File: config.mk
export PLATFORM = sky130hd
export DESIGN_NAME = sr_gate_seq
export DESIGN_NICKNAME = d
export VERILOG_FILES = /design/src/rtl/sr_seq_pkg.sv /design/src/rtl/sr_lockout.sv /design/src/rtl/sr_cond_meter.sv /design/src/rtl/sr_inv_tracker.sv /design/src/rtl/sr_gate_seq.sv
export SDC_FILE = /design/constraint.sdc
export NUM_CORES = 1
export LEC_CHECK = 0
export ABC_AREA = 1
export BUFFER_PORTS_ARGS = -buffer_cell sky130_fd_sc_hd__buf_2
export CAP_MARGIN = 20
export CORE_UTILIZATION = 43
export CTS_CLUSTER_DIAMETER = 200
export DETAILED_ROUTE_END_ITERATION = 16
export PLACE_DENSITY = 0.65
export SKIP_LAST_GASP = 1
export SYNTH_ARGS = -nofsm -noshare
export SYNTH_HDL_FRONTEND = slang
export SYNTH_SLANG_ARGS = --single-unit
File: constraint.sdc
create_clock -name clk -period 3.45 [get_ports clk]
set_input_delay 0.69 -clock clk [delete_from_list [all_inputs] [get_ports clk]]
set_output_delay 0.69 -clock clk [all_outputs]
set_load 0.05 [all_outputs]
File: src/rtl/sr_seq_pkg.sv
package sr_seq_pkg;

    typedef enum logic [1:0] {
        ST_IDLE,
        ST_DEBOUNCE,
        ST_ON,
        ST_WAIT
    } seq_state_e;

    typedef enum logic [1:0] {
        OFF_NONE,
        OFF_NORMAL,
        OFF_INVERT,
        OFF_MAXON
    } off_cause_e;

    // Window lengths in clock cycles for one frequency variant.
    typedef struct packed {
        logic [15:0] deb_norm;
        logic [15:0] deb_long;
        logic [15:0] min_lo;
        logic [15:0] min_hi;
        logic [15:0] max_on;
        logic [15:0] lock;
    } timing_t;

    function automatic timing_t variant_timing(input logic low_freq);
        timing_t t;
        if (low_freq) begin
            t.deb_norm = 16'd4;
            t.deb_long = 16'd55;
            t.min_lo   = 16'd20;
            t.min_hi   = 16'd200;
            t.max_on   = 16'd1500;
            t.lock     = 16'd10;
        end else begin
            t.deb_norm = 16'd4;
            t.deb_long = 16'd42;
            t.min_lo   = 16'd10;
            t.min_hi   = 16'd60;
            t.max_on   = 16'd750;
            t.lock     = 16'd10;
        end
        return t;
    endfunction

    // Blanking: a quarter of the saved conduction time, clamped.
    function automatic int blank_window(input int prev, input int lo, input int hi);
        int q;
        q = prev >> 2;
        if (q < lo) q = lo;
        if (q > hi) q = hi;
        return q;
    endfunction

    // Inversion: one sixteenth of the saved conduction time, with a floor.
    function automatic int invert_window(input int prev, input int floor_v);
        int q;
        q = prev >> 4;
        if (q < floor_v) q = floor_v;
        return q;
    endfunction

endpackage

File: src/rtl/sr_lockout.sv
module sr_lockout #(
    parameter int LOCK_CYC = 10
) (
    input  logic clk,
    input  logic rst,
    input  logic peer_gate_i,
    output logic busy_o
);
    localparam int LW = $clog2(LOCK_CYC + 1);

    logic          peer_q;
    logic [LW-1:0] cnt_q;
    logic          peer_fall;

    assign peer_fall = peer_q & ~peer_gate_i;
    assign busy_o    = peer_gate_i | peer_fall | (cnt_q != '0);

    always_ff @(posedge clk) begin
        if (rst) begin
            peer_q <= 1'b0;
            cnt_q  <= '0;
        end else begin
            peer_q <= peer_gate_i;
            if (peer_fall)
                cnt_q <= LW'(LOCK_CYC - 1);
            else if (cnt_q != '0)
                cnt_q <= cnt_q - LW'(1);
        end
    end

    // the lockout counter never exceeds its window
    p_lock_bound_r8: assert property (@(posedge clk) disable iff (rst)
        int'(cnt_q) <= LOCK_CYC - 1);

endmodule

File: src/rtl/sr_cond_meter.sv
module sr_cond_meter #(
    parameter int CNT_W = 12
) (
    input  logic             clk,
    input  logic             rst,
    input  logic             start_i,
    input  logic             drain_high_i,
    output logic [CNT_W-1:0] cond_o
);
    localparam logic [CNT_W-1:0] SAT = '1;

    logic             meas_q;
    logic [CNT_W-1:0] cnt_q;
    logic [CNT_W-1:0] cnt_inc;

    assign cnt_inc = (cnt_q == SAT) ? SAT : cnt_q + CNT_W'(1);

    always_ff @(posedge clk) begin
        if (rst) begin
            meas_q <= 1'b0;
            cnt_q  <= '0;
            cond_o <= '0;
        end else if (start_i) begin
            meas_q <= 1'b1;
            cnt_q  <= '0;
        end else if (meas_q) begin
            if (drain_high_i) begin
                cond_o <= cnt_inc;
                meas_q <= 1'b0;
            end else begin
                cnt_q <= cnt_inc;
            end
        end
    end

    // the saved value changes only when a drain-high sample ends a measurement
    p_cond_update_r3: assert property (@(posedge clk) disable iff (rst)
        !$stable(cond_o) |-> $past(meas_q && drain_high_i && !start_i));

endmodule

File: src/rtl/sr_inv_tracker.sv
module sr_inv_tracker #(
    parameter int CLEAN_RUN = 7
) (
    input  logic clk,
    input  logic rst,
    input  logic end_i,
    input  logic inv_i,
    output logic long_o
);
    localparam int CW = $clog2(CLEAN_RUN + 1);

    logic [CW-1:0] clean_q;

    always_ff @(posedge clk) begin
        if (rst) begin
            long_o  <= 1'b0;
            clean_q <= '0;
        end else if (end_i) begin
            if (inv_i) begin
                long_o  <= 1'b1;
                clean_q <= '0;
            end else if (long_o) begin
                if (int'(clean_q) + 1 >= CLEAN_RUN) begin
                    long_o  <= 1'b0;
                    clean_q <= '0;
                end else begin
                    clean_q <= clean_q + CW'(1);
                end
            end
        end
    end

    // recovery is entered only through an inversion event
    p_long_entry_r6: assert property (@(posedge clk) disable iff (rst)
        $rose(long_o) |-> $past(end_i && inv_i));

    // recovery is left only at the end of a clean pulse
    p_long_exit_r6: assert property (@(posedge clk) disable iff (rst)
        $fell(long_o) |-> $past(end_i && !inv_i));

endmodule

File: src/rtl/sr_gate_seq.sv
module sr_gate_seq
    import sr_seq_pkg::*;
#(
    parameter logic LOW_FREQ  = 1'b0,
    parameter int   CNT_W     = 12,
    parameter int   CLEAN_RUN = 7,
    parameter int   INV_FLOOR = 2
) (
    input  logic             clk,
    input  logic             rst,
    input  logic             drain_on_i,
    input  logic             drain_off_i,
    input  logic             drain_high_i,
    input  logic             peer_gate_i,
    output logic             gate_o,
    output logic [CNT_W-1:0] cond_time_o
);
    localparam timing_t TM = variant_timing(LOW_FREQ);
    localparam logic [CNT_W-1:0] MAX_ON   = CNT_W'(TM.max_on);
    localparam logic [CNT_W-1:0] DEB_NORM = CNT_W'(TM.deb_norm);
    localparam logic [CNT_W-1:0] DEB_LONG = CNT_W'(TM.deb_long);
    localparam int MIN_LO = int'(TM.min_lo);
    localparam int MIN_HI = int'(TM.min_hi);
    localparam int LOCK   = int'(TM.lock);

    seq_state_e       state_q, state_n;
    off_cause_e       cause;
    logic [CNT_W-1:0] el_q, el_n;
    logic [CNT_W-1:0] run_q, run_n, run_inc;
    logic [CNT_W-1:0] deb_q, deb_n;
    logic [CNT_W-1:0] min_on_w, inv_win_w, deb_tgt;
    logic             lock_busy, long_delay;
    logic             gate_rise, off_evt, inv_evt;

    sr_lockout #(.LOCK_CYC(LOCK)) u_lock (
        .clk         (clk),
        .rst         (rst),
        .peer_gate_i (peer_gate_i),
        .busy_o      (lock_busy)
    );

    sr_cond_meter #(.CNT_W(CNT_W)) u_meter (
        .clk          (clk),
        .rst          (rst),
        .start_i      (gate_rise),
        .drain_high_i (drain_high_i),
        .cond_o       (cond_time_o)
    );

    sr_inv_tracker #(.CLEAN_RUN(CLEAN_RUN)) u_inv (
        .clk    (clk),
        .rst    (rst),
        .end_i  (off_evt),
        .inv_i  (inv_evt),
        .long_o (long_delay)
    );

    assign min_on_w  = CNT_W'(blank_window(int'(cond_time_o), MIN_LO, MIN_HI));
    assign inv_win_w = CNT_W'(invert_window(int'(cond_time_o), INV_FLOOR));
    assign deb_tgt   = long_delay ? DEB_LONG : DEB_NORM;
    assign run_inc   = drain_off_i ? run_q + CNT_W'(1) : '0;
    assign gate_o    = (state_q == ST_ON);

    // Turn-off cause: inversion wins over a normal turn-off, which wins over the limit.
    always_comb begin
        cause = OFF_NONE;
        if (drain_off_i && run_inc >= inv_win_w)
            cause = OFF_INVERT;
        else if (drain_off_i && el_q >= min_on_w)
            cause = OFF_NORMAL;
        else if (el_q >= MAX_ON)
            cause = OFF_MAXON;
    end

    always_comb begin
        state_n   = state_q;
        el_n      = el_q;
        run_n     = run_q;
        deb_n     = deb_q;
        gate_rise = 1'b0;
        off_evt   = 1'b0;
        inv_evt   = 1'b0;
        case (state_q)
            ST_IDLE: begin
                if (drain_on_i) begin
                    if (lock_busy) begin
                        state_n = ST_WAIT;
                    end else begin
                        state_n = ST_DEBOUNCE;
                        deb_n   = '0;
                    end
                end
            end
            ST_DEBOUNCE: begin
                if (!drain_on_i) begin
                    state_n = ST_IDLE;
                end else if (lock_busy) begin
                    state_n = ST_WAIT;
                end else if (deb_q + CNT_W'(1) >= deb_tgt) begin
                    state_n   = ST_ON;
                    gate_rise = 1'b1;
                    el_n      = CNT_W'(1);
                    run_n     = '0;
                end else begin
                    deb_n = deb_q + CNT_W'(1);
                end
            end
            ST_ON: begin
                if (cause != OFF_NONE) begin
                    state_n = ST_WAIT;
                    off_evt = 1'b1;
                    inv_evt = (cause == OFF_INVERT);
                end else begin
                    el_n  = el_q + CNT_W'(1);
                    run_n = run_inc;
                end
            end
            default: begin
                if (!drain_on_i) state_n = ST_IDLE;
            end
        endcase
    end

    always_ff @(posedge clk) begin
        if (rst) begin
            state_q <= ST_IDLE;
            el_q    <= '0;
            run_q   <= '0;
            deb_q   <= '0;
        end else begin
            state_q <= state_n;
            el_q    <= el_n;
            run_q   <= run_n;
            deb_q   <= deb_n;
        end
    end

    // the gate never stays on past the limit
    p_max_on_r7: assert property (@(posedge clk) disable iff (rst)
        gate_o |-> (el_q <= MAX_ON));

    // a rise needs a live request and a free lockout in the cycle before
    p_rise_unblocked_r8: assert property (@(posedge clk) disable iff (rst)
        $rose(gate_o) |-> $past(drain_on_i && !lock_busy));

    // an inversion event takes the gate down at once
    p_inv_off_r5: assert property (@(posedge clk) disable iff (rst)
        inv_evt |=> !gate_o);

    // a non-inversion turn-off only happens after blanking or at the limit
    p_blank_r4: assert property (@(posedge clk) disable iff (rst)
        (off_evt && !inv_evt) |-> (el_q >= min_on_w || el_q >= MAX_ON));

endmodule

==> run metrics, run 1 <==
initial antenna violation count=0; wire length of the first global-routing pass=around 18,000 µm; Final min period=3.14 ns; CP endpoint=el_q[2]$_SDFFE_PP0P_; R2R Path Start=u_meter.cond_o[11]$_SDFFE_PP0P_; Seq/Total Area, Yosys=31.3%; PwrDens=642 nW/µm²; final std cells w/o fill=874; FILL cells=about 1,000; CTS Hold Bufs=0; DR DRC count=0; Die Wd=between 100 and 150 µm; Antenna diodes=0; Max VDD drop=0.000368 V; row cnt=37; total core area=10,300 µm²; Crit path largest cell delay=0.34 ns; DRT antenna net count=0; post-layout worst setup margin=just over 0.3 ns; WS Path Type=flop to flop; Avg WL per Cell=12.0 µm; PortBufs=18; CP endpoint kind=flop; iteration-0 DRC count of the detailed router=around 270; distinct cell type count after synthesis=38; total CTS buffers=9; mapped cell area=4600 µm²; synth warn=0; area occupied by multi-input gates=2740 µm²; Worst EP required=3.70 ns; placed wire-length estimate=7730 µm; share of cells above drive strength 1=9.76%; switch share=44.5%; top cells by count, synth=150 x nand2_1, 123 x nor2_1, 98 x inv_1, 72 x dfxtp_1, 49 x a21oi_1; Slowest cell on crit path=dfxtp_2; ys flop type=dfxtp_1; R2R setup slack=0.31 ns; worst slack at placement=0.139 ns; TritonCTS clock tree=yes; Int Pwr=1.81 mW; full die area=11,100 µm²; Most common cell on crit path=nand2_1; Flop pwr share=36.3%; largest fanout on the critical path=18; Die Span Y=~110 µm; CP Launch Type=flop; Clock power frac=19.9%; WHS=0.441 ns; Starting Density=44.5%; r2r worst-path depth=28; worst-case clock buffer depth=2; HP Class=flop to flop; Slew Viols, Final=0; GRT overflow=0; total wire length=approximately 10,000 µm; Clock transition at path regs=0.09 ns; Worst EP arrival=roughly 3.4 ns; number of synthesized flops with an enable pin=0; Vias=4,434; hold violation count in the final report=0; Critical path origin=u_meter.cond_o[11]$_SDFFE_PP0P_; First-pass DRT Iterations=5; RePlAce Congestion=0.863; GRT Total Usage=20.1%; Area contributors post-synth=dfxtp_1 31%, nand2_1 12%, nor2_1 10%, ha_1 8.4%, inv_1 8.0%; Total Power=3.26 mW; largest net degree at the start of global routing=31; number of global-route vias before repair=4,085; Area Overhead vs Synth=10.5%; worst-skew pair later-pin latency=0.35 ns; fmax=around 0.32 GHz; biggest area consumer among synthesized cells=dfxtp_1; Comb power frac=43.8%; Final Net Count=770; cells after synthesis=713; Slew headroom=39.8%; CTS root buffer=clkbuf_8; H-tree Lvls=3; fin crit share=91.1%; I/O pin count=19; ys async rst share=0%; Leak Pwr=2.31 nW; Max Cap Violations=0; Slew @ Worst Pin=0.901 ns; sw power=between 1 and 1.5 mW; Synth Area per Inst=6.45 µm²; placed insts=857; # setup viols final=0; # clock sinks=between 70 and 80; register area=around 1400 µm²; Seq cells post-synth=72; post-synth top area share=31.3%; drt via density=5.07; outcome=complete, no violations; count leader, synth=nand2_1; Setup Skew=0.00996 ns; RR Endpoint=el_q[2]$_SDFFE_PP0P_
-- worst max-delay path, delay by kind of cell, from the launching register on --
family                   cells  cell delay (ns)
AND/OR/NAND/NOR             22             1.78
buffers and inverters        3             0.44
flip-flops                   1             0.34
adder cells (fa/ha/maj)      1             0.27
AO/OA/AOI/OAI                2             0.23
-- sequential cells by signal, summed over array words and instances (netlist names), 2 cells and up --
register and cells:
deb_q 12, el_q 12, run_q 12, u_meter.cnt_q 12, u_meter.cond_o 12, u_lock.cnt_q 4
u_inv.clean_q 3, state_q 2
-- final cells by class --
class | count | area share (%)
Sequential cell | 72 | 28.5
Multi-Input combinational cell | 524 | 53.9
Clock inverter | 6 | 0.985
Tap cell | 136 | 3.35
Inverter | 100 | 7.39
Clock buffer | 10 | 2.71
Timing Repair Buffer | 26 | 3.20
-- metal layers --
layer | vias to the layer above | wire (µm) | track usage [%]
met1 | 2002 | 5240 | 26.8
li1 | 2346 | - | -
met2 | 76 | 4770 | 33.0
met4 | 0 | 87 | 6.84
met3 | 10 | 391 | 3.15
met5 | - | 0 | 0
-- placed cells by master (no fill, tap or decap), drive strengths merged, types with 13 or more instances in the layout --
cell type  count
nand3         43
ha            31
nand2        154
a211oi        13
buf           26
o21ai         35
inv          104
a21oi         49
nor3          27
nor2         125
dfxtp         72
-- logic make-up after synthesis --
kind of cell	count (synthesis)	synth area share, %
simple gates	378	36.1
buf+inv	120	10.3
compound gates	103	12.3
flops	72	31.3
fa+ha+maj	31	8.44
xor+xnor	8	1.52
other cells	1	0.0816
-- through the flow --
stage | TNS (ns) | area, µm² | utilization (%)
after floorplan | 0 | 4610 | -
after global placement | 0 | 4820 | 46.7
after detailed placement | 0 | 4820 | 46.7
after CTS | 0 | 5010 | 48.6
after global routing | -0.0147 | 5080 | 49.2
final | 0 | 5080 | 49.2
-- power groups by stage --
stage          Sequential [mW]  Clock [mW]  Combinational (mW)
6_report                  1.19       0.649                1.43
3_5_place_dp              1.20           0                1.37
5_1_grt                   1.21       0.708                1.67
2_1_floorplan             1.16           0                1.14
3_3_place_gp              1.19           0                1.33
4_1_cts                   1.18       0.674                1.38
-- what timing repair did --
| item | 4_1_cts | 5_1_grt |
|---|---|---|
| resized for setup | 0 | 15 |
| setup endpoints to repair | 0 | 25 |
| setup buffers | 0 | 1 |
-- worst min path at each step --
stage / start / end / depth (start not counted)
finish: el_q[10]$_SDFFE_PP0P_ / el_q[10]$_SDFFE_PP0P_ / 2
global route: el_q[11]$_SDFFE_PP0P_ / el_q[11]$_SDFFE_PP0P_ / 2
CTS: el_q[10]$_SDFFE_PP0P_ / el_q[10]$_SDFFE_PP0P_ / 2
detailed placement: el_q[10]$_SDFFE_PP0P_ / el_q[10]$_SDFFE_PP0P_ / 2
global placement: el_q[10]$_SDFFE_PP0P_ / el_q[10]$_SDFFE_PP0P_ / 2
floorplan: el_q[10]$_SDFFE_PP0P_ / el_q[10]$_SDFFE_PP0P_ / 2
Power figures use the tool's default switching activity.
==> run 2, diff against run 1 <==
Clock period 3.45 ns to 3 ns, I/O delays scaled along.
==> run metrics, run 2 (synthesis gave the netlist of run 1 again) <==
RR Endpoint=el_q[4]$_SDFFE_PP0P_; R2R Path Start=u_meter.cond_o[8]$_SDFFE_PP0P_; total wire length=10,800 µm (+3.2%); # clock sinks=72 (unchanged); PwrDens=741 nW/µm² (+15%); Max VDD drop=0.000380 V (+3.3%); Clock transition at path regs=0.08 ns (about the same); fin crit share=101% (+9.8 points); RePlAce Congestion=0.850 (-1.5%); placed insts=871 (+1.6%); commonest cells after routing, fill and taps aside=146 x nand2_1, 120 x nor2_1, 98 x inv_1, 63 x dfxtp_1, 49 x a21oi_1; Starting Density=44.5% (unchanged); failing checks=setup timing; Max Cap Violations=0 (unchanged); Area Overhead vs Synth=16.0%; post-layout worst setup margin=-0.0272 ns (-0.334 ns); I/O pin count=19 (unchanged); share of cells above drive strength 1=13.5% (+3.7 points); iteration-0 DRC count of the detailed router=227 (-16%); R2R setup slack=-0.03 ns (-0.33 ns); Critical path origin=u_meter.cond_o[8]$_SDFFE_PP0P_; Worst EP required=3.24 ns (-0.46 ns); RSZ-0062 raised after global routing=true; Slowest cell on crit path=dfxtp_4; First-pass DRT Iterations=4 (-1); Slew headroom=57.2% (+17 points); Setup Skew=0.0142 ns (+0.00429 ns); setup TNS=-0.156 ns (-0.156 ns); Die Span Y=105 µm (unchanged); row cnt=37 (unchanged); WHS=0.453 ns (+0.0116 ns); full die area=11,100 µm² (unchanged); TritonCTS clock tree=yes; WS Path Type=flop to flop; Slew Viols, Final=0 (unchanged); Final Net Count=789 (+2.5%); hold violation count in the final report=0 (unchanged); Most common cell on crit path=nand2_1; CP Launch Type=flop; Die Wd=105 µm (unchanged); Avg WL per Cell=12.1 µm (+0.97%); worst-case clock buffer depth=2 (unchanged); fmax=0.330 GHz (+3.8%); Slew @ Worst Pin=0.641 ns (-0.259 ns); CP endpoint kind=flop; GRT overflow=0 (unchanged); CTS root buffer=clkbuf_8; Final min period=3.03 ns (-0.116 ns); HP Class=flop to flop; number of global-route vias before repair=4,095 (+0.24%); CTS Hold Bufs=0 (unchanged); r2r worst-path depth=23 (-18%); Antenna diodes=0 (unchanged); critical-path cell list=nor2_4 -> nand2_2 -> nor3_2 -> o21ai_1 -> inv_1 -> nor2_2 -> nand3_2 -> o311ai_4 -> nor2_1 -> ha_1 -> a21oi_1 -> nor2_1 -> a211oi_1 -> nand2_1 -> nand2_1 -> nand2_1 -> nand2_2 -> nand3_4 -> nand2_8 -> clkbuf_16 -> nand3_1 -> nand2_1 -> nor2_1; # setup viols final=9 (+9); outcome=finished with violations; Leak Pwr=2.45 nW (+5.8%); H-tree Lvls=3 (unchanged); total CTS buffers=9 (unchanged); worst-skew pair later-pin latency=0.35 ns (about the same); total core area=10,300 µm² (unchanged); PortBufs=18 (unchanged); placed wire-length estimate=7900 µm (+2.2%); largest fanout on the critical path=6 (-12); HP Start=el_q[10]$_SDFFE_PP0P_; GRT Total Usage=20.1% (+0.026 points); DR DRC count=0 (unchanged); CP endpoint=el_q[4]$_SDFFE_PP0P_; Vias=4,462 (+0.63%); Crit path largest cell delay=0.37 ns (+0.03 ns); wire length of the first global-routing pass=18,200 µm (-0.68%); largest net degree at the start of global routing=24 (-23%); Worst EP arrival=3.27 ns (-0.12 ns); commonest non-fill, non-tap cell in the layout=nand2_1; drt via density=5.00 (-1.5%); fin util=51.7% (+2.5 points); initial antenna violation count=0 (unchanged); final std cells w/o fill=893 (+2.2%); Total Power=3.96 mW (+21%); DRT antenna net count=0 (unchanged)
==> run 2: cell count changes in the layout (fill, tap and decap cells not counted), sizes merged <==
cell      change
clkinv        +3
clkbuf        +3
inv           -4
bufinv        +1
clkinvlp      -2
buf          +18
==> run 2: metrics by stage <==
step / setup WS (ns) / cell area, µm²
floorplan: 0.00650 / 4660
global placement: 0.0455 / 4980
detailed placement: -0.0976 / 4980
CTS: 0.00915 / 5250
global route: -0.335 / 5340
finish: -0.0272 / 5340
==> run 2: layer usage <==
| layer | GRT usage [%] | up-vias | wire length, µm |
|---|---|---|---|
| met5 | 0 | - | 0 |
| met4 | 8.05 | 0 | 212 |
| met3 | 2.78 | 17 | 310 |
| met2 | 33.2 | 66 | 4970 |
| met1 | 26.4 | 1990 | 5320 |
| li1 | - | 2389 | - |
==> run 2: cell type report <==
| class | count | area, µm² |
|---|---|---|
| fill | 1050 | 4990 |
| clock buffer | 12 | 145 |
| tap | 136 | 170 |
| clock inverter | 4 | 45.0 |
| sequential | 72 | 1470 |
| inverter | 100 | 375 |
| multi-input combinational | 524 | 2790 |
| timing repair buffer | 45 | 347 |
==> run 2: what timing repair did <==
action / 4_1_cts / 5_1_grt
setup buffers: 2 / 2
endpoints found under the setup margin: 24 / 47
cloned: 1 / 1
pin swaps: 2 / 0
resized for setup: 9 / 12
==> run 2: worst min-delay path by stage <==
stage	endpoint	slack [ns]	cells after the start
2_1_floorplan	el_q[10]$_SDFFE_PP0P_	0.41	2
3_3_place_gp	el_q[10]$_SDFFE_PP0P_	0.43	2
3_5_place_dp	el_q[11]$_SDFFE_PP0P_	0.43	2
4_1_cts	el_q[11]$_SDFFE_PP0P_	0.44	2
5_1_grt	deb_q[11]$_SDFFE_PP0P_	0.48	2
6_report	el_q[10]$_SDFFE_PP0P_	0.45	2
==> run 2: critical path, delay by kind of cell (launching register included) <==
family          cells  cell delay, ns
fa+ha+maj           1            0.30
buf+inv             2            0.28
compound gates      4            0.77
simple gates       16            1.21
flops               1            0.37
==> run 2: report_power, final <==
part	internal (mW)	leakage (nW)	total, mW	switching (mW)
registers	1.15	0.591	1.35	0.202
clock network	0.404	0.100	0.767	0.364
logic	0.723	1.75	1.84	1.11
total	2.28	2.45	3.96	1.68
